<file path="src/rtl/tmr_pkg.sv">
package tmr_pkg;
  localparam int AW = 3;

  typedef enum logic [1:0] {
    K_NORM  = 2'd0,
    K_CTC   = 2'd1,
    K_FAST  = 2'd2,
    K_PHASE = 2'd3
  } kind_t;

  typedef enum logic [1:0] {
    S_FIX  = 2'd0,
    S_CMPA = 2'd1,
    S_PER  = 2'd2,
    S_RSV  = 2'd3
  } src_t;

  typedef struct packed {
    logic [1:0] fixw;
    src_t       src;
    kind_t      kind;
    logic       run;
  } ctrl_t;

  localparam logic [AW-1:0] A_CTRL = 3'd0;
  localparam logic [AW-1:0] A_CNT  = 3'd1;
  localparam logic [AW-1:0] A_CMPA = 3'd2;
  localparam logic [AW-1:0] A_CMPB = 3'd3;
  localparam logic [AW-1:0] A_PER  = 3'd4;
  localparam logic [AW-1:0] A_FLG  = 3'd5;
  localparam logic [AW-1:0] A_MSK  = 3'd6;

  localparam int NFLAG = 3;
  localparam int F_OVF = 0;
endpackage

</file>
<file path="src/rtl/tmr_ceiling.sv">
module tmr_ceiling
  import tmr_pkg::*;
#(
  parameter int W = 16,
  parameter int FIX0_BITS = 8,
  parameter int FIX1_BITS = 9,
  parameter int FIX2_BITS = 10
) (
  input  ctrl_t        ctrl,
  input  logic [W-1:0] act_a,
  input  logic [W-1:0] per,
  output logic [W-1:0] top
);
  localparam logic [W-1:0] FIX0 = (W'(1) << FIX0_BITS) - W'(1);
  localparam logic [W-1:0] FIX1 = (W'(1) << FIX1_BITS) - W'(1);
  localparam logic [W-1:0] FIX2 = (W'(1) << FIX2_BITS) - W'(1);

  logic [W-1:0] fixv;

  always_comb begin
    unique case (ctrl.fixw)
      2'd0:    fixv = FIX0;
      2'd1:    fixv = FIX1;
      default: fixv = FIX2;
    endcase
  end

  always_comb begin
    if (ctrl.kind == K_NORM) begin
      top = '1;
    end else begin
      unique case (ctrl.src)
        S_CMPA:  top = act_a;
        S_PER:   top = per;
        default: top = fixv;
      endcase
    end
  end
endmodule

</file>
<file path="src/rtl/tmr_count.sv">
module tmr_count
  import tmr_pkg::*;
#(
  parameter int W = 16
) (
  input  logic         clk,
  input  logic         rst_n,
  input  logic         en,
  input  logic         ld,
  input  logic [W-1:0] ld_val,
  input  kind_t        kind,
  input  logic [W-1:0] top,
  output logic [W-1:0] cnt,
  output logic         dir_up,
  output logic         at_top,
  output logic         ovf_ev
);
  localparam logic [W-1:0] MAXV = '1;

  assign at_top = (cnt == top);

  always_comb begin
    unique case (kind)
      K_NORM, K_CTC: ovf_ev = en && (cnt == MAXV);
      K_FAST:        ovf_ev = en && at_top;
      default:       ovf_ev = en && !dir_up && (cnt == '0);
    endcase
  end

  always_ff @(posedge clk or negedge rst_n) begin
    if (!rst_n) begin
      cnt    <= '0;
      dir_up <= 1'b1;
    end else begin
      if (kind != K_PHASE) dir_up <= 1'b1;
      if (ld) begin
        cnt <= ld_val;
      end else if (en) begin
        unique case (kind)
          K_NORM: cnt <= cnt + W'(1);
          K_CTC, K_FAST: cnt <= at_top ? '0 : cnt + W'(1);
          default: begin
            if (dir_up) begin
              if (cnt >= top) begin
                dir_up <= 1'b0;
                cnt    <= (cnt == '0) ? '0 : cnt - W'(1);
              end else begin
                cnt <= cnt + W'(1);
              end
            end else begin
              if (cnt == '0) begin
                dir_up <= 1'b1;
                cnt    <= (top == '0) ? '0 : W'(1);
              end else begin
                cnt <= cnt - W'(1);
              end
            end
          end
        endcase
      end
    end
  end

  // no enable and no load keeps the count
  a_r2_hold: assert property (@(posedge clk) disable iff (!rst_n)
    (!en && !ld) |=> $stable(cnt));

  // single-slope kinds wrap to zero after the ceiling
  a_r4_wrap: assert property (@(posedge clk) disable iff (!rst_n)
    (en && !ld && (kind == K_CTC || kind == K_FAST) && cnt == top) |=> (cnt == '0));

  // dual-slope turns around at a nonzero ceiling
  a_r7_turn: assert property (@(posedge clk) disable iff (!rst_n)
    (en && !ld && kind == K_PHASE && dir_up && cnt == top && top != '0) |=> !dir_up);
endmodule

</file>
<file path="src/rtl/tmr_chan.sv">
module tmr_chan
  import tmr_pkg::*;
#(
  parameter int W = 16
) (
  input  logic         clk,
  input  logic         rst_n,
  input  logic         we,
  input  logic [W-1:0] wdata,
  input  logic         en,
  input  kind_t        kind,
  input  logic [W-1:0] cnt,
  input  logic         dir_up,
  input  logic         at_top,
  input  logic         as_top,
  output logic [W-1:0] buf_q,
  output logic [W-1:0] act_q,
  output logic         match_ev,
  output logic         wave
);
  logic pwm;
  logic load;

  assign pwm      = (kind == K_FAST) || (kind == K_PHASE);
  assign load     = en && ((kind == K_FAST) ? at_top : (cnt == '0));
  assign match_ev = en && (cnt == act_q);

  always_ff @(posedge clk or negedge rst_n) begin
    if (!rst_n) begin
      buf_q <= '0;
      act_q <= '0;
    end else begin
      if (we) buf_q <= wdata;
      if (!pwm)      act_q <= we ? wdata : buf_q;
      else if (load) act_q <= buf_q;
    end
  end

  always_ff @(posedge clk or negedge rst_n) begin
    if (!rst_n) begin
      wave <= 1'b0;
    end else if (en) begin
      if (!pwm || as_top) begin
        if (match_ev) wave <= !wave;
      end else if (kind == K_FAST) begin
        if (at_top)        wave <= 1'b1;
        else if (match_ev) wave <= 1'b0;
      end else begin
        if (match_ev) wave <= !dir_up;
      end
    end
  end

  // in PWM kinds the active value moves only at its load point
  a_r8_act_held: assert property (@(posedge clk) disable iff (!rst_n)
    (pwm && !load) |=> $stable(act_q));

  // single-slope output is high after the ceiling
  a_r6_set_top: assert property (@(posedge clk) disable iff (!rst_n)
    (en && kind == K_FAST && at_top && !as_top) |=> wave);
endmodule

</file>
<file path="src/rtl/tmr_core.sv">
module tmr_core
  import tmr_pkg::*;
#(
  parameter int W = 16
) (
  input  logic          clk,
  input  logic          rst_n,
  input  logic          tick,
  input  logic          wr_en,
  input  logic [2:0]    addr,
  input  logic [W-1:0]  wdata,
  input  logic [2:0]    raddr,
  output logic [W-1:0]  rdata,
  output logic          wave_a,
  output logic          wave_b,
  output logic          irq
);
  localparam int NCH = 2;
  localparam int CW  = $bits(ctrl_t);

  ctrl_t            ctrl;
  logic [W-1:0]     per;
  logic [NFLAG-1:0] flags, mask, set_ev, clr;
  logic             en, pwm;
  logic [W-1:0]     top, cnt;
  logic             dir_up, at_top, ovf_ev;
  logic [W-1:0]     buf_q [NCH];
  logic [W-1:0]     act_q [NCH];
  logic [NCH-1:0]   match_ev, wave;

  assign en  = ctrl.run && tick;
  assign pwm = (ctrl.kind == K_FAST) || (ctrl.kind == K_PHASE);

  always_ff @(posedge clk or negedge rst_n) begin
    if (!rst_n) begin
      ctrl <= '0;
      per  <= '0;
      mask <= '0;
    end else if (wr_en) begin
      if (addr == A_CTRL) ctrl <= ctrl_t'(wdata[CW-1:0]);
      if (addr == A_PER)  per  <= wdata;
      if (addr == A_MSK)  mask <= wdata[NFLAG-1:0];
    end
  end

  tmr_ceiling #(.W(W)) u_ceil (
    .ctrl (ctrl),
    .act_a(act_q[0]),
    .per  (per),
    .top  (top)
  );

  tmr_count #(.W(W)) u_cnt (
    .clk   (clk),
    .rst_n (rst_n),
    .en    (en),
    .ld    (wr_en && addr == A_CNT),
    .ld_val(wdata),
    .kind  (ctrl.kind),
    .top   (top),
    .cnt   (cnt),
    .dir_up(dir_up),
    .at_top(at_top),
    .ovf_ev(ovf_ev)
  );

  for (genvar i = 0; i < NCH; i++) begin : g_ch
    localparam logic [2:0] MYADDR = (i == 0) ? A_CMPA : A_CMPB;
    tmr_chan #(.W(W)) u_ch (
      .clk     (clk),
      .rst_n   (rst_n),
      .we      (wr_en && addr == MYADDR),
      .wdata   (wdata),
      .en      (en),
      .kind    (ctrl.kind),
      .cnt     (cnt),
      .dir_up  (dir_up),
      .at_top  (at_top),
      .as_top  ((i == 0) && pwm && (ctrl.src == S_CMPA)),
      .buf_q   (buf_q[i]),
      .act_q   (act_q[i]),
      .match_ev(match_ev[i]),
      .wave    (wave[i])
    );
  end

  assign set_ev = {match_ev, ovf_ev};
  assign clr    = (wr_en && addr == A_FLG) ? wdata[NFLAG-1:0] : '0;

  always_ff @(posedge clk or negedge rst_n) begin
    if (!rst_n) flags <= '0;
    else        flags <= (flags & ~clr) | set_ev;
  end

  assign irq    = |(flags & mask);
  assign wave_a = wave[0];
  assign wave_b = wave[1];

  always_comb begin
    unique case (raddr)
      A_CTRL:  rdata = W'(ctrl);
      A_CNT:   rdata = cnt;
      A_CMPA:  rdata = buf_q[0];
      A_CMPB:  rdata = buf_q[1];
      A_PER:   rdata = per;
      A_FLG:   rdata = W'(flags);
      A_MSK:   rdata = W'(mask);
      default: rdata = '0;
    endcase
  end

  // a match event always leaves its flag set
  a_r9_flag_a: assert property (@(posedge clk) disable iff (!rst_n)
    match_ev[0] |=> flags[1]);
  a_r9_flag_b: assert property (@(posedge clk) disable iff (!rst_n)
    match_ev[1] |=> flags[2]);

  // writing all ones with no new event empties the flags
  a_r10_w1c: assert property (@(posedge clk) disable iff (!rst_n)
    (wr_en && addr == A_FLG && wdata[NFLAG-1:0] == '1 && set_ev == '0) |=> (flags == '0));
endmodule

</file>
<file path="config.mk">
export PLATFORM = sky130hd
export DESIGN_NAME = tmr_core
export DESIGN_NICKNAME = d
export VERILOG_FILES = /design/src/rtl/tmr_pkg.sv /design/src/rtl/tmr_ceiling.sv /design/src/rtl/tmr_count.sv /design/src/rtl/tmr_chan.sv /design/src/rtl/tmr_core.sv
export SDC_FILE = /design/constraint.sdc
export NUM_CORES = 1
export LEC_CHECK = 0
export ABC_AREA = 1
export BUFFER_PORTS_ARGS = -buffer_cell sky130_fd_sc_hd__buf_2
export CAP_MARGIN = 40
export CORE_MARGIN = 5
export CORE_UTILIZATION = 30
export DETAILED_ROUTE_END_ITERATION = 8
export HOLD_SLACK_MARGIN = 0.06
export PLACE_DENSITY_LB_ADDON = 0.2
export SYNTH_ARGS = -nofsm -noshare
export SYNTH_HDL_FRONTEND = slang
export SYNTH_HIERARCHICAL = 1
export SYNTH_SLANG_ARGS = --single-unit
</file>
<file path="constraint.sdc">
create_clock -name clk -period 5.8 [get_ports clk]
set_input_delay 0.58 -clock clk [delete_from_list [all_inputs] [get_ports clk]]
set_output_delay 0.58 -clock clk [all_outputs]
set_load 0.005 [all_outputs]
</file>
**After elaboration in Yosys (flattened, before gate mapping)**

Index checks and enable logic that the tools add are counted.

- Register bits: 112
- Input bits: 26

- Add/sub/neg operators: 2
- Magnitude comparators: 1
- Equal/unequal tests: 25
- Mux-type cells: 41
- Bitwise logic cells: 4
- Reductions and logical operators: 40

Operators by type and width:

| cell | count |
|---|---|
| 2-to-1 mux 16 bit | 14 |
| one-hot mux 16 bit (7 select lines) | 1 |
| one-hot mux 16 bit (2 select lines) | 2 |
| equality test 16 bit | 3 |
| logical NOT 16 bit | 2 |
| 2-to-1 mux 1 bit | 21 |
| one-hot mux 10 bit (2 select lines) | 1 |
| equality test 3 bit, second input constant | 6 |
| adder 16 x 1 -> 16 bit, second input constant | 1 |
| equality test 16 bit, second input constant | 1 |
| greater-or-equal comparator 16 bit | 1 |
| subtractor 16 x 1 -> 16 bit, second input constant | 1 |
| logical AND 1 bit | 13 |
| equality test 3 x 2 -> 1 bit, second input constant | 4 |
| nonzero test 2 bit | 6 |
| AND reduction 4 bit | 2 |
| AND 3 bit | 2 |
| equality test 2 x 1 -> 1 bit, second input constant | 3 |
| equality test 2 bit, second input constant | 3 |
| equality test 3 x 1 -> 1 bit, second input constant | 2 |
| logical NOT 3 bit | 2 |
| AND reduction 2 bit | 3 |
| OR reduction 3 bit | 2 |
| logical NOT 1 bit | 4 |
| 9 further kinds | 13 |

**Longest topological paths before layout**

Gate-level depths: netlist of the first run.

- Word-level depth: 11
- Mapped depth: 23
- Depth with buffers taken out: 21

**By module**

The synthesis of the first run kept the hierarchy.

By module, submodules not included:

| module | times used | cells each | area an instance (sq um) | sequential area each (sq um) |
|---|---|---|---|---|
| tmr_chan | 2 | 276 | 2001.9 | 825.8 |
| tmr_count | 1 | 426 | 2583.7 | 426.7 |
| tmr_core | 1 | 283 | 1969.4 | 725.7 |
| tmr_ceiling | 1 | 78 | 367.9 | 0.0 |

**Least setup slack after synthesis of the first run**

Ideal clock, no wire load.

- Kind: reg2reg
- From: reg, netlist name ctrl[3]
- To: reg g_ch[0].u_ch.act_q[0]
- Setup time: 119 ps
- Arrival time: 2456 ps
- Setup slack: 3225 ps
- Cell stages (with the launch flop): 20
- Clock period less this slack: 2575 ps
- Path through: dfrtp_1 > inv_1 > ha_1 > inv_1 > nand2_1 > nand2_1 > inv_1 > ha_1 > nand2_1 > nor2_1 > nand2_1 > inv_1 > nand3_1 > inv_1 > nand2_1 > nand2_4 > nand2_4 > nand2_8 > buf_6 > o21ai_2

- Longest elaborated chain between the ends: 7
- Elaborated cells between the ends (all ways): 8
- Those cells by class: eq/ne (4); mux (3); reduce/logical (1)

RTL lines:

| what | line | text |
|---|---|---|
| equality test 2 bit or equality test 2 x 1 -> 1 bit (tied branches) | tmr_ceiling.sv:32 | `unique case (ctrl.src)` |
| one-hot mux 16 bit (2 select lines) * | tmr_ceiling.sv:32 |  |
| 2-to-1 mux 16 bit * | tmr_ceiling.sv:29 | `if (ctrl.kind == K_NORM) begin` |
| via top[15] | tmr_core.sv:25 | `logic [W-1:0] top, cnt;` |
| equality test 16 bit * | tmr_count.sv:20 | `assign at_top = (cnt == top);` |
| via at_top | tmr_core.sv:26 | `logic dir_up, at_top, ovf_ev;` |
| 2-to-1 mux 1 bit * | tmr_chan.sv:25 | `assign load = en && ((kind == K_FAST) ? at_top : (cnt == '0));` |
| logical AND 1 bit * | tmr_chan.sv:25 |  |
| != test 2 bit (no source line) * | n/a |  |
| to (signal assigned) | tmr_chan.sv:34 | `if (!pwm) act_q <= we ? wdata : buf_q;` |
| to (signal assigned) | tmr_chan.sv:35 | `else if (load) act_q <= buf_q;` |
| to (decl) | tmr_chan.sv:17 | `output logic [W-1:0] act_q,` |

Mark *: on every way through the listed nets, which the timed path passes. The rest lies on a longest branch.
A chain may end at the register's enable or synchronous reset.

**Worst setup path in the final report of the first run**

- From: reg, netlist name ctrl[4]
- To: reg g_ch[0].u_ch.act_q[6]

- Longest elaborated chain between the ends: 7
- Elaborated cells between the ends (all ways): 8
- Those cells by class: eq/ne (4); mux (3); reduce/logical (1)

RTL lines:

| what | line |
|---|---|
| equality test 2 bit or equality test 2 x 1 -> 1 bit (tied branches) | tmr_ceiling.sv:32 |
| one-hot mux 16 bit (2 select lines) * | tmr_ceiling.sv:32 |
| 2-to-1 mux 16 bit * | tmr_ceiling.sv:29 |
| via top[15] | tmr_core.sv:25 |
| equality test 16 bit * | tmr_count.sv:20 |
| via at_top | tmr_core.sv:26 |
| 2-to-1 mux 1 bit * | tmr_chan.sv:25 |
| logical AND 1 bit * | tmr_chan.sv:25 |
| != test 2 bit (no source line) * | n/a |

Marks and branches as above.

==> impl_metrics.json, run 1 <==
{
  "coreArea_mm2": 0.0295,
  "detailroute.via_count": 8760,
  "final.fill_count": 3276,
  "end_kind": "flop",
  "synth-edff-count": 0,
  "maxSlewViolCount": 0,
  "fp.dieW_um": 182,
  "grt_overflow_total": 0,
  "async_flop_share_pct": 100,
  "r2r_slack_ns": 2.42,
  "grt_use_total_pct": 20.3,
  "ctsHtreeMaxLevel": 3,
  "syn_area_per_cell_um2": 6.67,
  "p_leak_nw": 4.92,
  "hold_slack_ns": 0.207,
  "slew_headroom_pct": 41.8,
  "fin_total_pwr_w": 0.00405,
  "max-clock-path-buffers": 2,
  "hpwlAfterDp_um": 24600,
  "io_buffer_count": 44,
  "drt_iter0_markers": 839,
  "critPathMaxFanout": 24,
  "r2r-start": "ctrl[4]",
  "dp.cells": 1730,
  "synth.cell_area_mm2": 0.00892,
  "pre_cts_slack_ns": 2.48,
  "path_clk_slew_ns": 0.09,
  "setup_tns_ns": 0,
  "netlist_instances": 1339,
  "wirelength_um": 33700,
  "start_kind": "flop",
  "cts_sinks": 112,
  "rsz0062_at_grt": "false",
  "path_class": "reg -> reg",
  "regArea_mm2": 0.00280,
  "multi_input_area_mm2": 0.00505,
  "cts_root_buf": "clkbuf_16",
  "drv_cap": 0,
  "hold_class": "in -> async",
  "cts_made_buffers": 9,
  "layout-drive-gt1-share_pct": 12.3,
  "row_count": 63,
  "gp_congestion": 0.917,
  "antenna_found_initial": 0,
  "setup_viol": 0,
  "fmax_mhz": 295,
  "reg2reg_to": "g_ch[0].u_ch/act_q[6]",
  "vdd_drop_max_mv": 0.139,
  "period_needed_ns": 3.38,
  "setup_ws_ns": 2.42,
  "ios": 45,
  "yosysSeqAreaShare_pct": 31.4,
  "clock_skew_ns": 0.0145,
  "tightest_slew_ns": 0.873,
  "cp.arrival_ns": 3.68,
  "drc_errors": 0,
  "crit_required_ns": 6.09,
  "hold_viol": 0,
  "fp.dieH_um": 182,
  "routedWlPerCell_um": 19.3,
  "ys_ff_latch": 112,
  "status": "finished clean",
  "synth_ff_type": "dfrtp_1",
  "area_growth_pct": 9.06,
  "viasPerCell": 5.02,
  "grt_max_degree": 60,
  "dr.pass1.iters": 5,
  "reg2reg_depth": 20,
  "yosys_warnings": 6,
  "start_util_pct": 30.3,
  "cts.hold.buffers_added": 0,
  "cts_tree": "built",
  "grt_pass1_wl_um": 51600,
  "dieArea_mm2": 0.0333,
  "clock_latency_ns": 0.36,
  "antenna_cells": 0,
  "fin_cells": 1746,
  "post_synth_num_cell_types": 43,
  "grt_pass1_vias": 8490,
  "final_nets": 1402,
  "cts_resized": 0,
  "power_density_mw_per_mm2": 416,
  "post_cts_buffers": 0,
  "period_share_pct": 58.3,
  "ant_nets": 0
}
-- state kept, by name (all words and copies together) (netlist names) --
register and cells:
u_cnt/cnt 16, u_cnt/dir_up 1, ctrl 7, flags 3, g_ch.u_ch/act_q 32, g_ch.u_ch/buf_q 32
mask 3, per 16, g_ch.u_ch/wave 2
-- area by class of cell --
type / count / share of cell area (%)
clock inverter: 7 / 1.41
tap: 390 / 5.01
inverter: 173 / 6.67
sequential: 112 / 28.8
multi-input combinational: 995 / 51.8
clock buffer: 9 / 2.31
timing repair buffer: 60 / 3.93
-- critical path: stages (launching register included) --
cell and delay, ns:
dfrtp_1 0.45, inv_1 0.10, ha_1 0.52, nand2_1 0.11
nand2_1 0.10, nand2_1 0.05, nand2_1 0.08, inv_1 0.05
ha_1 0.28, nand2_1 0.07, nor2_1 0.15, nand2_1 0.12
inv_1 0.09, nand3_1 0.08, inv_1 0.29, nand2_1 0.17
nand2_4 0.14, nand2_4 0.09, nand2_8 0.19, nand2_1 0.10
o21ai_2 0.06
-- synthesized netlist by cell type, types with 3 or more instances --
| library cell | n | area share [%] |
|---|---|---|
| nand2_1 | 430 | 18 |
| xor2_1 | 22 | 2.2 |
| nor2_1 | 110 | 4.6 |
| inv_2 | 9 | 0.38 |
| buf_4 | 9 | 0.76 |
| buf_2 | 20 | 1.1 |
| nand2_4 | 7 | 0.88 |
| dfrtp_1 | 111 | 31 |
| inv_1 | 164 | 6.9 |
| nor3_1 | 12 | 0.67 |
| buf_12 | 3 | 0.67 |
| clkbuf_1 | 14 | 0.59 |
| nor2_2 | 8 | 0.56 |
| o21ai_1 | 20 | 1.1 |
| buf_6 | 13 | 1.6 |
| o21ai_2 | 21 | 2.1 |
| nor2_4 | 5 | 0.63 |
| a21oi_1 | 18 | 1.0 |
| nand3_2 | 6 | 0.67 |
| nand2_2 | 17 | 1.2 |
| nand4_1 | 74 | 5.2 |
| nor3_2 | 6 | 0.67 |
| o21ai_0 | 79 | 4.4 |
| nand3_1 | 103 | 5.8 |
| nor4_1 | 5 | 0.35 |
| xnor2_1 | 6 | 0.59 |
| ha_1 | 25 | 3.5 |
-- placed cells by master (no fill, tap or decap), types with 2 or more instances in the layout --
cell,n
nand2_1,430
inv_1,164
dfrtp_1,111
nor2_1,109
nand3_1,103
o21ai_0,79
nand4_1,74
buf_2,43
ha_1,25
xor2_1,22
o21ai_2,21
o21ai_1,20
a21oi_1,18
nand2_2,17
buf_4,15
nor3_1,10
inv_2,9
clkbuf_16,9
nor2_2,9
nor3_2,8
nand2_4,7
nand3_2,6
xnor2_1,6
nor2_4,5
nor4_1,5
bufinv_16,3
inv_8,2
and3_1,2
nor4b_1,2
or2_2,2
nand2_8,2
conb_1,2
buf_16,2
o211ai_2,2
a22oi_1,2
-- power by group --
part	switching (W)	internal [W]	total [W]	leakage, nW
Clock	0.000342	0.000434	0.000776	0.176
Sequential	0.000335	0.000980	0.00132	1.40
Combinational	0.00132	0.000639	0.00195	3.34
-- worst max-delay path by stage --
stage / from / to / slack, ns / depth (start not counted)
5_1_grt: ctrl[4] / g_ch[0].u_ch/act_q[3] / 2.11 / 20
3_3_place_gp: ctrl[4] / g_ch[0].u_ch/act_q[6] / 2.48 / 20
4_1_cts: ctrl[4] / g_ch[0].u_ch/act_q[6] / 2.46 / 20
2_1_floorplan: ctrl[3] / g_ch[0].u_ch/act_q[0] / 3.23 / 19
3_5_place_dp: ctrl[4] / g_ch[0].u_ch/act_q[6] / 2.48 / 20
6_report: ctrl[4] / g_ch[0].u_ch/act_q[6] / 2.42 / 20
-- cells by family (layout without fill, tap and decap cells) --
kind of cell / Yosys count / count (layout) / synth area share, %
buf+inv: 233 / 249 / 12.2
compound gates: 146 / 146 / 9.42
flops: 112 / 112 / 31.4
xor+xnor: 28 / 28 / 2.75
fa+ha+maj: 25 / 25 / 3.50
other cells: 1 / 2 / 0.0420
simple gates: 794 / 794 / 40.6
-- through the flow --
step           utilization [%]  instance area [um2]
2_1_floorplan                -                 8930
3_3_place_gp              31.6                 9310
3_5_place_dp              31.8                 9370
4_1_cts                   33.0                 9730
5_1_grt                   33.0                 9730
6_report                  33.0                 9730
-- per-layer routing --
layer,track usage (%),up-vias,routed length (um)
met2,31.6,307,14900
met5,0,-,0
met1,28.3,4064,15600
li1,-,4319,-
met4,9.04,0,1510
met3,2.31,70,1690
No activity file was read; power rests on OpenSTA's default activity.
==> run 2: changes to the inputs <==
ABC_AREA = 0   (was 1)
clock period = 3.5 ns   (was 5.8 ns; I/O delays follow)
==> run 2 against run 1 <==
  * Cell count down 30%
  * Sequential cell count unchanged
  * Power up 49%
  * Critical path type unchanged
  * Largest cell class unchanged
==> impl_metrics.json, run 2 <==
{
  "grt_max_degree": 76,
  "final_cell_mix": "dfrtp_1, nand2_1, nor2_1, mux2_2",
  "reg_top3": "g_ch.u_ch/act_q (32), g_ch.u_ch/buf_q (32)",
  "synth_common_cells": "dfrtp_1, nand2_1, nor2_1",
  "path_class": "reg -> reg",
  "fp.dieH_um": 172,
  "synth-edff-count": 0,
  "hold_class": "in -> reg",
  "dp.cells": 1203,
  "gp_congestion": 0.953,
  "vdd_drop_max_mv": 0.253,
  "final_nets": 932,
  "clock_latency_ns": 0.37,
  "area_growth_pct": 15.0,
  "setup_viol": 0,
  "yosys_warnings": 6,
  "path_clk_slew_ns": 0.08,
  "ant_nets": 0,
  "slew_headroom_pct": 39.1,
  "viasPerCell": 5.45,
  "fp.dieW_um": 172,
  "multi_input_area_mm2": 0.00462,
  "routedWlPerCell_um": 22.0,
  "hold_viol": 0,
  "synth.most_common_cell": "dfrtp_1",
  "power_density_mw_per_mm2": 666,
  "antenna_cells": 0,
  "fmax_mhz": 296,
  "final.fill_count": 2642,
  "coreArea_mm2": 0.0259,
  "ys_ff_latch": 112,
  "status": "finished clean",
  "hpwlAfterDp_um": 19800,
  "end_kind": "flop",
  "yosysTopAreaCell": "dfrtp_1",
  "detailroute.via_count": 6660,
  "drc_errors": 0,
  "yosysTopAreaCellShare_pct": 35.4,
  "dr.pass1.iters": 5,
  "synth_ff_type": "dfrtp_1",
  "syn-num-nets": 878,
  "ctsHtreeMaxLevel": 3,
  "crit_family": "compound AO/OA/AOI/OAI gates",
  "synth.cell_area_mm2": 0.00786,
  "drv_cap": 0,
  "hold_slack_ns": 0.277,
  "p_leak_nw": 3.71,
  "crit_buf_inv": 5,
  "io_buffer_count": 44,
  "start_kind": "flop",
  "cp_slowest_stage_delay_ns": 0.41,
  "critPathMaxFanout": 17,
  "drt_iter0_markers": 412,
  "ys_top_cells_by_area": "dfrtp_1, mux2_2, mux2i_1, ha_1, a21oi_1",
  "tightest_slew_ns": 0.913,
  "ios": 45,
  "post_synth_num_cell_types": 90,
  "cts_tree": "built",
  "grt_pass1_vias": 6787,
  "grt_overflow_total": 0,
  "period_needed_ns": 3.38,
  "yosysSeqAreaShare_pct": 35.7,
  "maxSlewViolCount": 0,
  "clock_skew_ns": 0.0120,
  "cts_sinks": 112,
  "grt_pass1_wl_um": 42200,
  "syn_area_per_cell_um2": 9.50,
  "max-clock-path-buffers": 2,
  "final_common_cell": "dfrtp_1",
  "critPathSlowestCell": "dfrtp_1",
  "path_cells": "inv_1 -> ha_4 -> buf_4 -> o21ai_1 -> inv_1 -> ha_1 -> nand4_1 -> or3_1 -> a221oi_2 -> o31a_1 -> buf_12 -> nor2_2 -> buf_4 -> a32oi_1 -> o211ai_1",
  "cp.arrival_ns": 3.61,
  "cts_root_buf": "clkbuf_16",
  "antenna_found_initial": 0,
  "netlist_instances": 827,
  "dieArea_mm2": 0.0295,
  "grt_use_total_pct": 18.8,
  "async_flop_share_pct": 100,
  "crit_required_ns": 3.73,
  "fin_cells": 1221,
  "cts_made_buffers": 9,
  "wirelength_um": 26800,
  "period_share_pct": 96.6,
  "layout-drive-gt1-share_pct": 23.5,
  "regArea_mm2": 0.00281,
  "start_util_pct": 30.3,
  "row_count": 59
}
==> run 2: path summary, 6_finish.rpt <==
| path | cells past startpoint | start | slack [ns] | end |
|---|---|---|---|---|
| min reg2reg | 1 | flags[0] | 0.53 | flags[0] |
| max | 15 | ctrl[3] | 0.12 | u_cnt/cnt[15] |
| min | 2 | wdata[14] | 0.28 | per[14] |
| max in group asynchronous | 3 | rst_n | 2.15 | per[9] |
| max reg2reg | 15 | ctrl[3] | 0.12 | u_cnt/cnt[15] |
| min in group asynchronous | 2 | rst_n | 0.57 | u_cnt/cnt[2] |
==> run 2: power by group <==
group | internal [W] | total (W) | switching [W]
sequential | 0.00164 | 0.00211 | 0.000470
clock | 0.000596 | 0.00116 | 0.000562
combinational | 0.00121 | 0.00275 | 0.00153
==> run 2: metrics by stage <==
step	cell area, um2	setup WS (ns)	utilization, %	power, W	TNS [ns]
floorplan	7860	0.333	-	0.00379	0
global placement	8620	0.0537	33.3	0.00480	0
detailed placement	8620	0.0123	33.3	0.00480	0
CTS	8950	0.00341	34.6	0.00598	0
global route	9030	-0.00440	34.9	0.00644	-0.00653
finish	9030	0.119	34.9	0.00602	0
==> run 2: what timing repair did <==
item,CTS,global route
setup buffers,0,1
resized for setup,0,17
endpoints found under the setup margin,0,51
hold buffers,1,0
endpoints found under the hold margin,15,0
==> run 2: layout make-up <==
cell class              instances  share of cell area, %
clock buffers                  10                   2.65
repair buffers                100                   7.92
well taps                     335                   4.64
inverters                      39                   1.62
clock inverters                 6                  0.928
flip-flops and latches        112                   31.1
multi-input cells             619                   51.2
==> run 2: layer usage <==
metal	wire length [um]	track usage, %	vias up
met5	0	0	-
met4	463	4.41	0
met3	1010	2.78	24
met2	12500	30.2	155
met1	12800	26.7	3320
li1	-	-	3161
==> run 2: cells by family (layout without fill, tap and decap cells) <==
kind of cell             Yosys count  count (layout)  share of synthesized area [%]
AO/OA/AOI/OAI                    187             187                           16.7
other                              1               1                         0.0477
adder cells (fa/ha/maj)           25              25                           3.98
multiplexers                     111             111                           15.6
AND/OR/NAND/NOR                  253             253                           16.9
XOR/XNOR                          42              42                           4.68
flip-flops                       112             112                           35.7
buffers and inverters             96             155                           6.40
